**src/rtl/qdac_pkg.sv**
```systemverilog
`timescale 1ns/1ps
// Shared constants and types for the quad DAC command decoder.
// Assumes the fixed word layout: 2 select bits, 2 control bits, data.
package qdac_pkg;
    localparam int NUM_CH = 4;
    localparam int SEL_W  = $clog2(NUM_CH);
    localparam int DATA_W = 12;
    localparam int WORD_W = SEL_W + 2 + DATA_W;

    // Control field meanings
    typedef enum logic [1:0] {
        CC_SYS   = 2'b00,  // global actions selected by the select bits
        CC_LOAD  = 2'b01,  // stage only
        CC_AUX   = 2'b10,  // user pin and echo mode
        CC_LDUPD = 2'b11   // stage and transfer all
    } ctl_e;

    // Decoded command
    typedef struct packed {
        logic [SEL_W-1:0]  sel;
        logic              wr_one;
        logic              upd_all;
        logic              bcast;
        logic              xfer;
        logic              shdn;
        logic              user_wr;
        logic              user_val;
        logic              mode_wr;
        logic              mode_val;
        logic [DATA_W-1:0] data;
    } dec_t;
endpackage

```
**src/rtl/qdac_decode.sv**
```systemverilog
`timescale 1ns/1ps
// Combinational decoder from a command word to action flags.
// Assumes word layout {sel, ctl, data}; no state.
module qdac_decode
    import qdac_pkg::*;
(
    input  logic [WORD_W-1:0] word_i,
    output dec_t              dec_o
);
    ctl_e             ctl;
    logic [SEL_W-1:0] sel;

    assign ctl = ctl_e'(word_i[DATA_W +: 2]);
    assign sel = word_i[DATA_W+2 +: SEL_W];

    // Map control field and select onto action flags
    always_comb begin
        dec_o      = '0;
        dec_o.sel  = sel;
        dec_o.data = word_i[DATA_W-1:0];
        case (ctl)
            CC_LOAD:  dec_o.wr_one = 1'b1;
            CC_LDUPD: begin
                dec_o.wr_one  = 1'b1;
                dec_o.upd_all = 1'b1;
            end
            CC_SYS: begin
                case (sel)
                    2'd1:    dec_o.xfer  = 1'b1;
                    2'd2:    dec_o.bcast = 1'b1;
                    2'd3:    dec_o.shdn  = 1'b1;
                    default: ;
                endcase
            end
            CC_AUX: begin
                if (sel[1]) begin
                    dec_o.mode_wr  = 1'b1;
                    dec_o.mode_val = sel[0];
                    dec_o.xfer     = 1'b1;
                end else begin
                    dec_o.user_wr  = 1'b1;
                    dec_o.user_val = sel[0];
                end
            end
            default: ;
        endcase
    end
endmodule

```
**src/rtl/qdac_channel.sv**
```systemverilog
`timescale 1ns/1ps
// One converter channel: staging register followed by output-code register.
// Assumes ld_val_i and xfer_i are never both set in one cycle.
module qdac_channel #(
    parameter int W = 12
) (
    input  logic         clk,
    input  logic         rst_n,
    input  logic         clr_n,
    input  logic         wr_i,
    input  logic [W-1:0] val_i,
    input  logic         ld_val_i,
    input  logic         xfer_i,
    output logic [W-1:0] dac_o
);
    logic [W-1:0] stage_q;
    logic [W-1:0] code_q;

    // Staging and output-code registers with async clear and sync reset
    always_ff @(posedge clk or negedge clr_n) begin
        if (!clr_n) begin
            stage_q <= '0;
            code_q  <= '0;
        end else if (!rst_n) begin
            stage_q <= '0;
            code_q  <= '0;
        end else begin
            if (wr_i)
                stage_q <= val_i;
            if (ld_val_i)
                code_q <= val_i;
            else if (xfer_i)
                code_q <= stage_q;
        end
    end

    assign dac_o = code_q;
endmodule

```
**src/rtl/qdac_power.sv**
```systemverilog
`timescale 1ns/1ps
// Power-down state with lockout veto, wake on lockout fall or on output
// write, and a settle counter that gates the ready flag.
// Assumes lock_n_i is synchronous to clk.
module qdac_power #(
    parameter int SETTLE_CYCLES = 20
) (
    input  logic clk,
    input  logic rst_n,
    input  logic clr_n,
    input  logic lock_n_i,
    input  logic enter_i,
    input  logic wake_i,
    output logic shut_o,
    output logic ready_o
);
    localparam int CNT_W = $clog2(SETTLE_CYCLES + 2);

    logic             lock_q;
    logic             shut_q;
    logic [CNT_W-1:0] cnt_q;
    logic             fall;
    logic             enter;
    logic             leave;

    assign fall  = lock_q & ~lock_n_i;
    assign enter = enter_i & lock_n_i;
    assign leave = wake_i | fall;

    // Track lockout pin, power state and settle countdown
    always_ff @(posedge clk or negedge clr_n) begin
        if (!clr_n) begin
            lock_q <= 1'b0;
            shut_q <= 1'b0;
            cnt_q  <= '0;
        end else if (!rst_n) begin
            lock_q <= 1'b0;
            shut_q <= 1'b0;
            cnt_q  <= '0;
        end else begin
            lock_q <= lock_n_i;
            if (enter) begin
                shut_q <= 1'b1;
                cnt_q  <= '0;
            end else if (shut_q && leave) begin
                shut_q <= 1'b0;
                cnt_q  <= CNT_W'(SETTLE_CYCLES);
            end else if (!shut_q && cnt_q != '0) begin
                cnt_q <= cnt_q - CNT_W'(1);
            end
        end
    end

    assign shut_o  = shut_q;
    assign ready_o = ~shut_q & (cnt_q == '0);
endmodule

```
**src/rtl/quad_dac_cmd.sv**
```systemverilog
`timescale 1ns/1ps
// Top of the quad DAC command decoder: decodes committed words, updates
// four double-buffered channels, the user pin, the echo mode and power state.
// Assumes commit_i is a one-cycle strobe synchronous to clk.
module quad_dac_cmd
    import qdac_pkg::*;
#(
    parameter int SETTLE_CYCLES = 20
) (
    input  logic                     clk,
    input  logic                     rst_n,
    input  logic                     clr_n,
    input  logic [WORD_W-1:0]        word_i,
    input  logic                     commit_i,
    input  logic                     lock_n_i,
    output logic [NUM_CH*DATA_W-1:0] dac_code_o,
    output logic                     shutdown_o,
    output logic                     user_o,
    output logic                     echo_mode_o,
    output logic                     ready_o
);
    dec_t dec;
    logic wake_cmd;
    logic user_q;
    logic mode_q;

    qdac_decode u_dec (
        .word_i (word_i),
        .dec_o  (dec)
    );

    assign wake_cmd = commit_i & (dec.upd_all | dec.bcast | dec.xfer);

    for (genvar g = 0; g < NUM_CH; g++) begin : g_ch
        logic hit;
        logic wr;
        logic ld_val;
        logic xfer;

        assign hit    = (dec.sel == SEL_W'(g));
        assign wr     = commit_i & ((dec.wr_one & hit) | dec.bcast);
        assign ld_val = commit_i & ((dec.upd_all & hit) | dec.bcast);
        assign xfer   = commit_i & ((dec.upd_all & ~hit) | dec.xfer);

        qdac_channel #(.W(DATA_W)) u_ch (
            .clk      (clk),
            .rst_n    (rst_n),
            .clr_n    (clr_n),
            .wr_i     (wr),
            .val_i    (dec.data),
            .ld_val_i (ld_val),
            .xfer_i   (xfer),
            .dac_o    (dac_code_o[g*DATA_W +: DATA_W])
        );
    end

    qdac_power #(.SETTLE_CYCLES(SETTLE_CYCLES)) u_pwr (
        .clk      (clk),
        .rst_n    (rst_n),
        .clr_n    (clr_n),
        .lock_n_i (lock_n_i),
        .enter_i  (commit_i & dec.shdn),
        .wake_i   (wake_cmd),
        .shut_o   (shutdown_o),
        .ready_o  (ready_o)
    );

    // User pin and echo-mode bit written by auxiliary commands
    always_ff @(posedge clk or negedge clr_n) begin
        if (!clr_n) begin
            user_q <= 1'b0;
            mode_q <= 1'b0;
        end else if (!rst_n) begin
            user_q <= 1'b0;
            mode_q <= 1'b0;
        end else if (commit_i) begin
            if (dec.user_wr)
                user_q <= dec.user_val;
            if (dec.mode_wr)
                mode_q <= dec.mode_val;
        end
    end

    assign user_o      = user_q;
    assign echo_mode_o = mode_q;
endmodule

```
**config.mk**
```make
export PLATFORM = sky130hd
export DESIGN_NAME = quad_dac_cmd
export DESIGN_NICKNAME = d
export VERILOG_FILES = /design/src/rtl/qdac_pkg.sv /design/src/rtl/qdac_decode.sv /design/src/rtl/qdac_channel.sv /design/src/rtl/qdac_power.sv /design/src/rtl/quad_dac_cmd.sv
export SDC_FILE = /design/constraint.sdc
export NUM_CORES = 1
export LEC_CHECK = 0
export ABC_AREA = 0
export ABC_CLOCK_PERIOD_IN_PS = 1800
export BUFFER_PORTS_ARGS = -buffer_cell sky130_fd_sc_hd__buf_2
export CORE_ASPECT_RATIO = 1.4
export CORE_MARGIN = 2
export CORE_UTILIZATION = 57
export CTS_CLUSTER_SIZE = 10
export DETAILED_ROUTE_END_ITERATION = 16
export PLACE_DENSITY = 0.79
export SYNTH_ARGS = -nofsm -noshare
export SYNTH_HDL_FRONTEND = slang
export SYNTH_SLANG_ARGS = --single-unit
```
**constraint.sdc**
```tcl
create_clock -name clk -period 1.8 [get_ports clk]
set_input_delay 0.18 -clock clk [delete_from_list [all_inputs] [get_ports clk]]
set_output_delay 0.18 -clock clk [all_outputs]
set_load 0.005 [all_outputs]
```
# == Yosys cells after proc, flatten, opt, wreduce, memory -nomap -nowiden ==
# Cells that the tools add are included.
# totals
word_cells,139
input_bits,21
ff_bits,105
output_inout_bits,52
# classes
bitwise_logic,50
n_eq_ne,19
reduce_logical,10
mux,46
n_addsub,1
# op_table
op,count
$mux 12,20
$and 1x1->1,29
$mux 5,4
$mux 1,18
$ne 3x1->1 const B,5
$or 1x1->1,15
$ne 2x1->1 const B,7
$eq 2x2->1 const B,4
$not 1->1,6
$logic_not 5->1,1
$reduce_bool 5->1,1
$sub 5x1->5 const B,1
$eq 2x1->1 const B,2
$logic_not 2->1,2
$mux 2,2
$mux 4,1
$ne 4x1->1 const B,1
$reduce_and 2->1,2
$logic_and 1x1->1,2
$pmux 1 s2,1
$reduce_or 2->1,1
$logic_not 1->1,1

# == Longest topological paths before layout ==
# logic_depth
depth_word,11
mapped_depth,7
ltp_nobuf,6

# == By module ==
# A second synthesis with hierarchy kept.
# unflattened
hier_cells,464
hier_area_um2,5637.9
# modules_own_cells
module,cells_per_inst,area_per_inst_um2,seq_area_each_um2,n_inst
qdac_channel,90,1202.4,600.6,4
qdac_power,40,379.1,175.2,1
quad_dac_cmd,37,265.3,50.0,1
qdac_decode,27,183.9,0.0,1

# == Worst setup path before layout ==
# OpenSTA, ideal clock, no wires.
# synth_path
path_type,reg-to-reg
start,reg u_pwr.cnt_q[0]
end,reg u_pwr.cnt_q[0]
path_stages_with_launch,7
setup_slack_ns,0.158
period_less_slack_ns,1.642
arrival_time_ns,1.499
setup_ns,0.143
t_required_ns,1.657
path_buffers,0
path_cell_list,dfrtp_1 inv_1 ha_1 or3b_2 nor3_2 or3_1 a31oi_1
# synth_between
elab_chain_cells,5
elab_cells_between_ends,8
classes_between,add/sub (1); eq/ne (1); mux (4); reduce/logical (2)
# synth_rtl
element,line,source
from (decl),qdac_power.sv:21,logic [CNT_W-1:0] cnt_q;
from (signal assigned),qdac_power.sv:47,cnt_q <= CNT_W'(SETTLE_CYCLES);
from (signal assigned),qdac_power.sv:49,cnt_q <= cnt_q - CNT_W'(1);
$sub 5x1->5,qdac_power.sv:49,
$mux 5,qdac_power.sv:48,end else if (!shut_q && cnt_q != '0) begin
$mux 5,qdac_power.sv:45,end else if (shut_q && leave) begin
$mux 5,qdac_power.sv:42,if (enter) begin
$mux 5,qdac_power.sv:36,end else if (!rst_n) begin
# Parallel ways exist; a longest one is shown, timed or not. The select of a mux whose other input is x is not followed.
# A chain may end at the register's enable or synchronous reset.

# == Worst setup path after layout ==
# layout_path
start,reg u_pwr.cnt_q[1]
end,out ready_o
# layout_between
elab_chain_cells,2
# layout_rtl
element,line,source
$logic_not 5->1,qdac_power.sv:55,assign ready_o = ~shut_q & (cnt_q == '0);
$and 1x1->1,qdac_power.sv:55,
to (decl),quad_dac_cmd.sv:20,output logic ready_o
# No other way between the ends.

==> results.py <==
metrics = {
    "run_status": {
        "status": "complete, but fails checks",
        "violations": "negative setup slack",
    },
    "worst_setup_path": {
        "cpLargestDelayFamily": "simple AND/OR/NAND/NOR gates",
        "rr_endpoint": "u_pwr.cnt_q[4]",
        "slowest_delay_ns": 0.39,
        "reg2reg_depth": 8,
        "end_kind": "output pin",
        "reg2reg_slack_ns": 0.13,
        "crit_buf_inv": 2,
        "path_max_fanout": 3,
        "cp.required_ns": 1.62,
        "start_kind": "flip-flop",
        "cp_slowest_cell": "or3b_4",
        "arrival_ns": 1.66,
        "crit_type": "flip-flop to output pin",
        "reg2reg_from": "u_pwr.cnt_q[1]",
        "cp_cell_sequence": "inv_1 -> ha_2 -> or3b_4 -> nor3_4 -> buf_2",
    },
    "run": {
        "drv_cap": 0,
    },
    "clock_tree": {
        "clk_latency_ns": 0.34,
        "clockBufferDepth": 2,
        "htreeDepth": 3,
        "clk_pin_slew_ns": 0.07,
        "cts_buffers": 9,
        "cts_sinks": 105,
        "cts-root-buf": "clkbuf_16",
        "cts_tree": "yes",
    },
    "global_route": {
        "grt_pass1_vias": 3960,
        "grt.total_usage_pct": 26.8,
        "grt_overflow": 0,
        "antenna_found_initial": 0,
        "grt_max_degree": 63,
        "grt_pass1_wl_um": 20600,
    },
    "pwr": {
        "ir_worst_vdd_mv": 1.06,
        "powerDensity_nw_per_um2": 940,
        "p_leak_nw": 3.03,
    },
    "placed_design": {
        "portBuffers": 72,
        "gp_congestion": 0.777,
        "dp.cells": 630,
        "dp_hpwl_um": 8440,
        "place_ws_ns": -0.190,
    },
    "layout": {
        "final_common_cell": "dfrtp_1",
        "fin_nets": 564,
        "seqCellArea_um2": 2630,
        "syn_to_final_growth_pct": 18.4,
        "diodes": 0,
        "utilization_pct": 69.1,
        "multi_input_area_um2": 2350,
        "final.fill_count": 681,
        "fin_cells": 653,
        "final_cell_mix": "dfrtp_1, buf_2, a21oi_1",
        "drive_above_1_share_pct": 28.6,
    },
    "yosys": {
        "synthAdderAreaFrac_pct": 0.240,
        "yosys_warnings": 0,
        "yosys_most_used_dff": "dfrtp_1",
        "syn-cell-area_um2": 5210,
        "synth_compound_area_share_pct": 18.0,
        "synth_async_sr_flop_share_pct": 100,
        "syn_avg_cell_area_um2": 11.3,
        "synth_nets": 484,
        "synth-simple-area-share_pct": 9.44,
        "ys_types": 48,
        "synth.ff_latch_count": 105,
        "synth-xor-area-share_pct": 0,
        "synth_top_family_by_area": "compound AO/OA/AOI/OAI gates",
        "ys_seq_area_share_pct": 50.4,
        "muxShareOfSynthArea_pct": 17.0,
        "synth_edf_count": 0,
        "synthCells": 462,
    },
    "min_path": {
        "hp-class": "input port to flip-flop",
        "holdCritStartpoint": "lock_n_i",
        "worstHoldPathCells": 2,
        "hold_end": "u_pwr.lock_q",
    },
    "floorplanning": {
        "rows": 41,
        "start_util_pct": 58.4,
        "fp.dieH_um": 117,
        "dieArea_um2": 9930,
        "die-width_um": 84.8,
        "boundaryPins": 73,
        "core_area_um2": 8930,
    },
    "detailed_routing": {
        "drtAntennaViolNets": 0,
        "wl_um": 12900,
        "via_per_inst": 6.19,
        "vias": 4045,
        "drtIter0Drc": 269,
        "drc_errors": 0,
        "route.detailed.wl_per_inst_um": 19.8,
        "drt-pass1-iter-count": 4,
    },
    "sta": {
        "post-route-period-util_pct": 102,
        "finalSetupViolCount": 1,
        "fmax_ghz": 0.542,
        "layout_min_cycle_time_ns": 1.84,
        "worst_pin_slew_ns": 1.10,
        "setup_ws_ns": -0.0450,
        "rsz0062_at_grt": "true",
        "clock_skew_ns": 0.00619,
        "finalHoldWorstSlack_ns": 0.0857,
        "drv_slew": 0,
        "setup_tns_ns": -0.0450,
        "hold_viol": 0,
        "slew_headroom_pct": 26.3,
    },
}
routing by layer:
layer	part of all wire, %	vias up	GRT usage, %
li1	-	1844	-
met2	52	101	45.6
met5	0	-	0
met1	42	2077	34.6
met3	3.7	23	4.28
met4	2.5	0	10.7
layout make-up:
cell class / instances / area share (%)
clock buffer: 12 / 4.00
clock inverter: 3 / 0.284
inverter: 6 / 0.365
multi-input combinational: 313 / 38.1
sequential: 105 / 42.6
tap: 107 / 2.17
timing repair buffer: 107 / 12.4
how the worst max path moves through the flow:
stage,startpoint,endpoint,slack [ns],cells past startpoint
3_3_place_gp,word_i[12],g_ch[2].u_ch.dac_o[11],-0.05,5
4_1_cts,u_pwr.cnt_q[1],ready_o,-0.12,5
2_1_floorplan,u_pwr.cnt_q[0],u_pwr.cnt_q[0],0.16,6
3_5_place_dp,word_i[12],g_ch[0].u_ch.dac_o[0],-0.19,5
6_report,u_pwr.cnt_q[1],ready_o,-0.04,5
5_1_grt,u_pwr.cnt_q[0],ready_o,-0.11,5
registers in the layout (all words and copies together), names as in the netlist:
register	flops
user_o	1
u_pwr.cnt_q	5
echo_mode_o	1
u_pwr.shut_o	1
u_pwr.lock_q	1
g_ch.u_ch.stage_q	48
g_ch.u_ch.dac_o	48
cell usage after synthesis, drive strengths merged, types with 3 or more instances:
library cell | count | area share (%)
inv | 6 | 0.43
nor2 | 5 | 0.36
nor3 | 5 | 0.67
a21boi | 14 | 2.0
a211oi | 4 | 0.91
o31ai | 48 | 6.9
nor2b | 10 | 1.2
mux2i | 47 | 9.0
dfrtp | 105 | 50
nand3 | 3 | 0.29
a21oi | 57 | 5.5
a31oi | 4 | 0.48
nand2 | 31 | 2.4
mux2 | 37 | 8.0
nand4 | 4 | 0.48
and2 | 16 | 1.9
buf | 27 | 3.6
clkbuf | 11 | 0.82
o21ai | 6 | 0.79
or3 | 4 | 0.48
power by group:
part,switching (W),internal [W]
logic,0.000654,0.000636
registers,0.000131,0.00257
clock network,0.000841,0.000965
total,0.00163,0.00417
logic make-up (layout without fill, tap and decap cells):
family,after synthesis,after routing
adders and majority gates,1,1
DFF,105,105
and+or+nand+nor,86,86
muxes,84,84
AOI/OAI and AO/OA,142,142
buffers and inverters,44,128
metrics by stage:
stage               total power, W  instance area (µm²)
detailed placement         0.00382                 5830
global route               0.00604                 6160
global placement           0.00377                 5830
CTS                        0.00571                 6140
finish                     0.00579                 6160
floorplan                  0.00338                 5210
timing repair:
| action | 4_1_cts | 5_1_grt |
|---|---|---|
| hold endpoints to repair | 22 | 0 |
| setup buffers | 4 | 3 |
| pin swaps | 2 | 1 |
| hold buffers | 1 | 0 |
| resized for setup | 3 | 0 |
| setup endpoints to repair | 1 | 1 |
Note: power is estimated with default switching activity, not from simulation.
